--- config.mk ---
export PLATFORM = sky130hd
export DESIGN_NAME = morse_player
export DESIGN_NICKNAME = d
export VERILOG_FILES = /design/src/rtl/morse_player.sv
export SDC_FILE = /design/constraint.sdc
export NUM_CORES = 1
export LEC_CHECK = 0
export ABC_CLOCK_PERIOD_IN_PS = 4400
export BUFFER_PORTS_ARGS = -buffer_cell sky130_fd_sc_hd__buf_2
export CAP_MARGIN = 10
export CORE_MARGIN = 2
export CORE_UTILIZATION = 55
export CTS_BUF_LIST = sky130_fd_sc_hd__clkbuf_16
export CTS_CLUSTER_SIZE = 24
export DETAILED_ROUTE_END_ITERATION = 6
export PLACE_DENSITY = 0.72
export SETUP_SLACK_MARGIN = 0.05
export SLEW_MARGIN = 20
export SYNTH_ARGS = -nofsm -noshare
export SYNTH_HDL_FRONTEND = slang
export SYNTH_SLANG_ARGS = --single-unit
--- constraint.sdc ---
create_clock -name clk -period 4.4 [get_ports clk]
set_clock_uncertainty 0.2 [all_clocks]
set_input_delay 0.66 -clock clk [delete_from_list [all_inputs] [get_ports clk]]
set_output_delay 0.66 -clock clk [all_outputs]
set_load 0.05 [all_outputs]
--- src/rtl/morse_player.sv ---
module morse_player #(
  parameter int CLK_HZ = 50_000_000
) (
  input  logic       clk,
  input  logic       rst_n,
  input  logic [2:0] letter_sel,
  input  logic       start,
  output logic       led,
  output logic       busy
);
  localparam int PAT_LEN = 16;
  localparam int HALF    = (CLK_HZ / 2 < 1) ? 1 : CLK_HZ / 2;
  localparam int DIV_W   = $clog2(HALF + 1);
  localparam int CNT_W   = $clog2(PAT_LEN + 1);

  logic [PAT_LEN-1:0] shreg;
  logic [DIV_W-1:0]   div_q;
  logic [CNT_W-1:0]   left_q;
  logic [PAT_LEN-1:0] table_pat;
  logic               tick;

  always_comb begin
    case (letter_sel)
      3'd0:    table_pat = 16'b1010100000000000;
      3'd1:    table_pat = 16'b1110000000000000;
      3'd2:    table_pat = 16'b1010111000000000;
      3'd3:    table_pat = 16'b1010101110000000;
      3'd4:    table_pat = 16'b1011101110000000;
      3'd5:    table_pat = 16'b1110101011100000;
      3'd6:    table_pat = 16'b1110101110111000;
      default: table_pat = 16'b1110111010100000;
    endcase
  end

  assign tick = (div_q == '0);
  assign busy = (left_q != '0);
  assign led  = busy & shreg[PAT_LEN-1];

  always_ff @(posedge clk or negedge rst_n) begin
    if (!rst_n) begin
      shreg  <= '0;
      div_q  <= '0;
      left_q <= '0;
    end else if (start) begin
      shreg  <= table_pat;
      div_q  <= DIV_W'(HALF - 1);
      left_q <= CNT_W'(PAT_LEN);
    end else if (busy) begin
      if (tick) begin
        div_q  <= DIV_W'(HALF - 1);
        shreg  <= {shreg[PAT_LEN-2:0], 1'b0};
        left_q <= left_q - 1'b1;
      end else begin
        div_q <= div_q - 1'b1;
      end
    end
  end
endmodule

# Word-level counts from Yosys, hierarchy flattened
# Index checks and enable logic that the tools add are counted.
[word_totals] reg_bits=46
[classes] add_sub_neg=2 eq_ne=6 mux=10 bitwise=1 reduce_logical=6
[ops] op="case mux 15 bit (7 select lines)" n=1
[ops] op="two-way mux 25 bit" n=3
[ops] op="two-way mux 16 bit" n=3
[ops] op="zero test 25 bit" n=1
[ops] op="subtractor 25 x 1 -> 25 bit, second input constant" n=1
[ops] op="two-way mux 5 bit" n=3
[ops] op="equality test 3 bit, second input constant" n=3
[ops] op="equality test 3 x 2 -> 1 bit, second input constant" n=2
[ops] op="nonzero test 5 bit" n=1
[ops] op="subtractor 5 x 1 -> 5 bit, second input constant" n=1
[ops] op="nonzero test 2 bit" n=2
[ops] op="equality test 3 x 1 -> 1 bit, second input constant" n=1
[ops] op="zero test 3 bit" n=1
[ops] op="AND reduction 2 bit" n=1
[ops] op="bitwise AND 1 bit" n=1

# Longest topological paths before layout
[logic_depth] depth_word=4 depth_mapped=10 mapped_depth_nobuf=8

# Worst setup path after synthesis
# Ideal clock, no wire load.
[synth_timing] path_type="reg-to-output" startpoint="reg left_q[0]" endpoint="out led" t_arrival_ns=2.162 slack_ns=1.378 path_stages_with_launch=8 path_buffers=2 path_cell_list="dfrtp_1 inv_1 ha_1 nor4b_1 clkbuf_1 inv_1 clkbuf_1 and2_1"
[synth_via] elab_chain_cells=2
[synth_rtl] element="from (decl)" line="18" rtl="logic [CNT_W-1:0] left_q;"
[synth_rtl] element="from (signal assigned)" line="47" rtl="left_q <= CNT_W'(PAT_LEN);"
[synth_rtl] element="from (signal assigned)" line="52" rtl="left_q <= left_q - 1'b1;"
[synth_rtl] element="nonzero test 5 bit" line="36" rtl="assign busy = (left_q != '0);"
[synth_rtl] element="via busy" line="9" rtl="output logic busy"
[synth_rtl] element="bitwise AND 1 bit" line="37" rtl="assign led = busy & shreg[PAT_LEN-1];"
[synth_rtl] element="to (decl)" line="8" rtl="output logic led,"
# The timed path passes the listed nets, and every way through them passes these cells.

# Final worst setup path
[layout_timing] startpoint="reg div_q[3]" endpoint="reg div_q[23]"
[layout_via] elab_chain_cells=4 elab_cells_between_ends=5 classes_between="add/sub: 1; mux: 3; reduce/logical: 1"
[layout_rtl] element="from (decl)" line="17" rtl="logic [DIV_W-1:0] div_q;"
[layout_rtl] element="from (signal assigned)" line="46" rtl="div_q <= DIV_W'(HALF - 1);"
[layout_rtl] element="from (signal assigned)" line="50" rtl="div_q <= DIV_W'(HALF - 1);"
[layout_rtl] element="from (signal assigned)" line="54" rtl="div_q <= div_q - 1'b1;"
[layout_rtl] element="subtractor 25 x 1 -> 25 bit or zero test 25 bit (tied branches)" line="54, 35"
[layout_rtl] element="two-way mux 25 bit *" line="49" rtl="if (tick) begin"
[layout_rtl] element="two-way mux 25 bit *" line="48" rtl="end else if (busy) begin"
[layout_rtl] element="two-way mux 25 bit *" line="44" rtl="end else if (start) begin"
# Mark *: on every way between the ends. The rest lies on a longest branch, timed or not. The select of a mux whose other input is x is not followed.
# A chain may end at the register's enable or synchronous reset.

==> metrics.txt <==
# TYPE chip_impl_metric gauge
chip_impl_metric{name="cts.hold.buffers_added",unit=""} 0
chip_impl_info{name="synth_largest_area_cell",value="sky130_fd_sc_hd__dfrtp_1"} 1
chip_impl_info{name="synth.most_common_cell",value="sky130_fd_sc_hd__dfrtp_1"} 1
chip_impl_metric{name="grt_overflow",unit=""} 0
chip_impl_metric{name="cp_data_arrival_time",unit="ps"} 2880
chip_impl_metric{name="design.die.area",unit="sq um"} 4763
chip_impl_metric{name="grt_max_degree",unit=""} 44
chip_impl_metric{name="worstMarginPinSlew",unit="ps"} 934.7
chip_impl_metric{name="drt-pass1-iter-count",unit=""} 4
chip_impl_metric{name="cts-buffers-inserted",unit=""} 5
chip_impl_metric{name="finalHoldViolCount",unit=""} 0
chip_impl_metric{name="setup_ws_pre_cts",unit="ps"} 1499
chip_impl_metric{name="max_capacitance_violation_total",unit=""} 0
chip_impl_info{name="timing.rr.start",value="div_q[3]$_DFFE_PN0P_"} 1
chip_impl_info{name="tritoncts",value="built"} 1
chip_impl_metric{name="synth.yosys.seq_area_share",unit="%"} 46.29
chip_impl_info{name="top_post_synthesis_cells_by_count",value="sky130_fd_sc_hd__dfrtp_1 (43), sky130_fd_sc_hd__nand2_1 (19), sky130_fd_sc_hd__nor2_1 (18), sky130_fd_sc_hd__a21oi_1 (16), sky130_fd_sc_hd__nor3_1 (16)"} 1
chip_impl_info{name="worst_r2r_endpoint",value="div_q[23]$_DFFE_PN0P_"} 1
chip_impl_metric{name="wirelength_met1",unit="mm"} 2.430
chip_impl_info{name="status",value="completed"} 1
chip_impl_metric{name="filler_cell_count",unit=""} 342
chip_impl_metric{name="report.power.total",unit="uW"} 814.1
chip_impl_metric{name="synthesis.instances",unit=""} 248
chip_impl_info{name="hold_class",value="flop to flop"} 1
chip_impl_metric{name="dp_hpwl",unit="mm"} 3.759
chip_impl_metric{name="dieHeight",unit="um"} 69.02
chip_impl_metric{name="fin_hold_ws",unit="ps"} 291.6
chip_impl_metric{name="wl_met2",unit="mm"} 2.592
chip_impl_metric{name="postSynthRegisterBits",unit=""} 43
chip_impl_metric{name="routed_via_density",unit=""} 6.256
chip_impl_metric{name="asyncSetResetFlopFracSynth",unit="%"} 100.0
chip_impl_metric{name="grt_pass1_vias",unit=""} 1821
chip_impl_metric{name="placed_cells",unit=""} 301
chip_impl_metric{name="insertion_delay",unit="ps"} 290
chip_impl_metric{name="post_route_cells_drive_above_1_share",unit="%"} 10.04
chip_impl_info{name="post_synth_main_area_contributors",value="sky130_fd_sc_hd__dfrtp_1 (46%), sky130_fd_sc_hd__mux2i_1 (5.6%), sky130_fd_sc_hd__a21oi_1 (3.4%)"} 1
chip_impl_info{name="rsz_0062_raised_after_global_routing",value="false"} 1
chip_impl_metric{name="synth_edf_count",unit=""} 0
chip_impl_metric{name="areaGrowthSynthToFinish",unit="%"} 10.66
chip_impl_metric{name="final_max_slew_viol_count",unit=""} 0
chip_impl_metric{name="ys_warn_count",unit=""} 0
chip_impl_metric{name="totalWireLength",unit="mm"} 5.330
chip_impl_metric{name="drtIter0Drc",unit=""} 179
chip_impl_metric{name="max-clock-path-buffers",unit=""} 2
chip_impl_metric{name="gr-usage-all-layers",unit="%"} 23.35
chip_impl_metric{name="core.rowCount",unit=""} 23
chip_impl_metric{name="place.gp.congestion",unit=""} 0.9499
chip_impl_metric{name="mappedNetlistArea",unit="sq um"} 2325
chip_impl_metric{name="hold_path_depth",unit=""} 2
chip_impl_metric{name="setup_slack",unit="ps"} 1495
chip_impl_metric{name="setup_viol",unit=""} 0
chip_impl_info{name="synth-main-ff-cell",value="sky130_fd_sc_hd__dfrtp_1"} 1
chip_impl_info{name="clk_root_buffer_cell",value="sky130_fd_sc_hd__clkbuf_16"} 1
chip_impl_metric{name="finish.cell_count_without_fillers",unit=""} 309
chip_impl_metric{name="timing.final.crit_period",unit="ps"} 2905
chip_impl_metric{name="wire_length_of_the_first_global_routing_pass",unit="mm"} 8.866
chip_impl_metric{name="avgRoutedWirePerCell",unit="um"} 17.25
chip_impl_metric{name="peakVddDrop",unit="V"} 0.0002808
chip_impl_info{name="critical_path_type",value="flop to flop"} 1
chip_impl_metric{name="timing.slew.headroom",unit="%"} 37.69
chip_impl_metric{name="coreArea",unit="sq um"} 4029
chip_impl_metric{name="regToRegSetupSlack",unit="ps"} 1490
chip_impl_metric{name="synth_nets",unit=""} 257
chip_impl_info{name="setup.worst_path.start",value="div_q[3]$_DFFE_PN0P_"} 1
chip_impl_info{name="highest-signal-layer",value="met4"} 1
chip_impl_metric{name="route.detailed.drc",unit=""} 0
chip_impl_metric{name="antenna_found_initial",unit=""} 0
chip_impl_info{name="worst_hold_path.endpoint",value="shreg[15]$_DFFE_PN0P_"} 1
chip_impl_metric{name="cp_data_required_time",unit="ps"} 4370
chip_impl_metric{name="htree_levels",unit=""} 2
chip_impl_info{name="timing.critical_path.to_type",value="flop"} 1
chip_impl_info{name="min-delay-start",value="shreg[15]$_DFFE_PN0P_"} 1
chip_impl_metric{name="ioPinCount",unit=""} 8
chip_impl_metric{name="pwr_density_cell",unit="nW/um^2"} 316.5
chip_impl_metric{name="yosysTopAreaCellShare",unit="%"} 46.29
chip_impl_info{name="setup.worst_path.start_class",value="flop"} 1
chip_impl_metric{name="total_leakage_power",unit="uW"} 0.0009174
chip_impl_metric{name="cts_repair_resize_count",unit=""} 0
chip_impl_metric{name="avgSynthCellArea",unit="sq um"} 9.374
chip_impl_metric{name="cts.sink_count",unit=""} 43
chip_impl_metric{name="ff2ff_path_depth",unit=""} 5
chip_impl_metric{name="vias",unit=""} 1933
chip_impl_metric{name="timing.setup.tns",unit="ps"} 0
chip_impl_metric{name="horizontal_die_dimension",unit="um"} 69.02
chip_impl_metric{name="n_antenna_cell",unit=""} 0
chip_impl_metric{name="effective_utilization_at_floorplan",unit="%"} 57.70
chip_impl_metric{name="nNetsFinal",unit=""} 267
chip_impl_metric{name="antenna_left",unit=""} 0
chip_impl_metric{name="post_synth_num_cell_types",unit=""} 43
chip_impl_metric{name="wl_met3",unit="um"} 223
chip_impl_metric{name="clk_pin_slew_worst_paths",unit="ps"} 60
chip_impl_metric{name="fraction_of_the_cycle_the_final_worst_path_needs",unit="%"} 66.03
chip_impl_metric{name="max_freq",unit="GHz"} 0.3442
chip_impl_metric{name="port_buffers",unit=""} 7
chip_impl_metric{name="postCtsSetupBuffers",unit=""} 0
chip_impl_metric{name="timing.critical_path.fanout_max",unit=""} 7
## area by class of cell
type,instances,area (sq um),area share [%]
inverters,13,48.80,1.897
clock inverters,3,11.26,0.4377
clock buffers,5,125.1,4.864
multi-input cells,182,1169,45.43
well taps,50,62.56,2.432
flip-flops and latches,43,1076,41.83
repair buffers,13,80.08,3.113
## cells in the final DEF (no fill, tap or decap), drive strengths merged, types with 7 or more instances in the layout
cell | synthesis | layout
nor2 | 18 | 18
xnor2 | 7 | 7
nand2 | 19 | 19
o21ai | 9 | 9
a21oi | 16 | 16
nor4 | 11 | 11
nor3 | 16 | 16
mux2i | 13 | 13
buf | 2 | 13
nand3 | 8 | 8
dfrtp | 43 | 43
inv | 13 | 14
## logic make-up (layout without fill, tap and decap cells)
logic type               Yosys count  count (layout)  share of synthesized area, %
flip-flops                        43              43                         46.29
AO/OA/AOI/OAI                     58              58                         16.42
adder cells (fa/ha/maj)            3               3                         1.615
AND/OR/NAND/NOR                  100             100                         22.98
multiplexers                      13              13                         5.597
buffers and inverters             23              34                         4.090
XOR/XNOR                           8               8                         3.014
## layer usage
metal | up-vias | GRT usage, %
li1 | 943 | -
met4 | 0 | 7.625
met3 | 8 | 4.386
met2 | 51 | 37.39
met5 | - | 0
met1 | 931 | 32.09
## power breakdown
| group | total [uW] | internal [uW] | switching, uW |
|---|---|---|---|
| registers | 416 | 407 | 9.02 |
| logic | 48.6 | 16.0 | 32.6 |
| clock network | 350 | 204 | 145 |
| total | 814 | 627 | 187 |
## through the flow
| step | cell area (sq um) | util [%] |
|---|---|---|
| after floorplan | 2325 | - |
| after global placement | 2436 | 60.47 |
| after detailed placement | 2436 | 60.47 |
| after CTS | 2572 | 63.85 |
| after global routing | 2572 | 63.85 |
| final | 2572 | 63.85 |
## registers in the layout, summed over array words and instances, names as in the netlist
name    count
shreg      13
div_q      25
left_q      5
## worst max path at each step
| stage | endpoint | slack [ps] | depth (start not counted) |
|---|---|---|---|
| after floorplan | led | 1380 | 7 |
| after global placement | div_q[23]$_DFFE_PN0P_ | 1550 | 5 |
| after detailed placement | div_q[23]$_DFFE_PN0P_ | 1500 | 5 |
| after CTS | div_q[23]$_DFFE_PN0P_ | 1490 | 5 |
| after global routing | div_q[11]$_DFFE_PN0P_ | 1370 | 7 |
| final | div_q[23]$_DFFE_PN0P_ | 1490 | 5 |
## critical path, stage by stage (launching register included)
cell	delay, ps
sky130_fd_sc_hd__dfrtp_1	450
sky130_fd_sc_hd__or4_1	570
sky130_fd_sc_hd__or4_1	550
sky130_fd_sc_hd__or4_4	480
sky130_fd_sc_hd__o311a_1	290
sky130_fd_sc_hd__a221o_1	260
(Power assumes the default switching activity.)
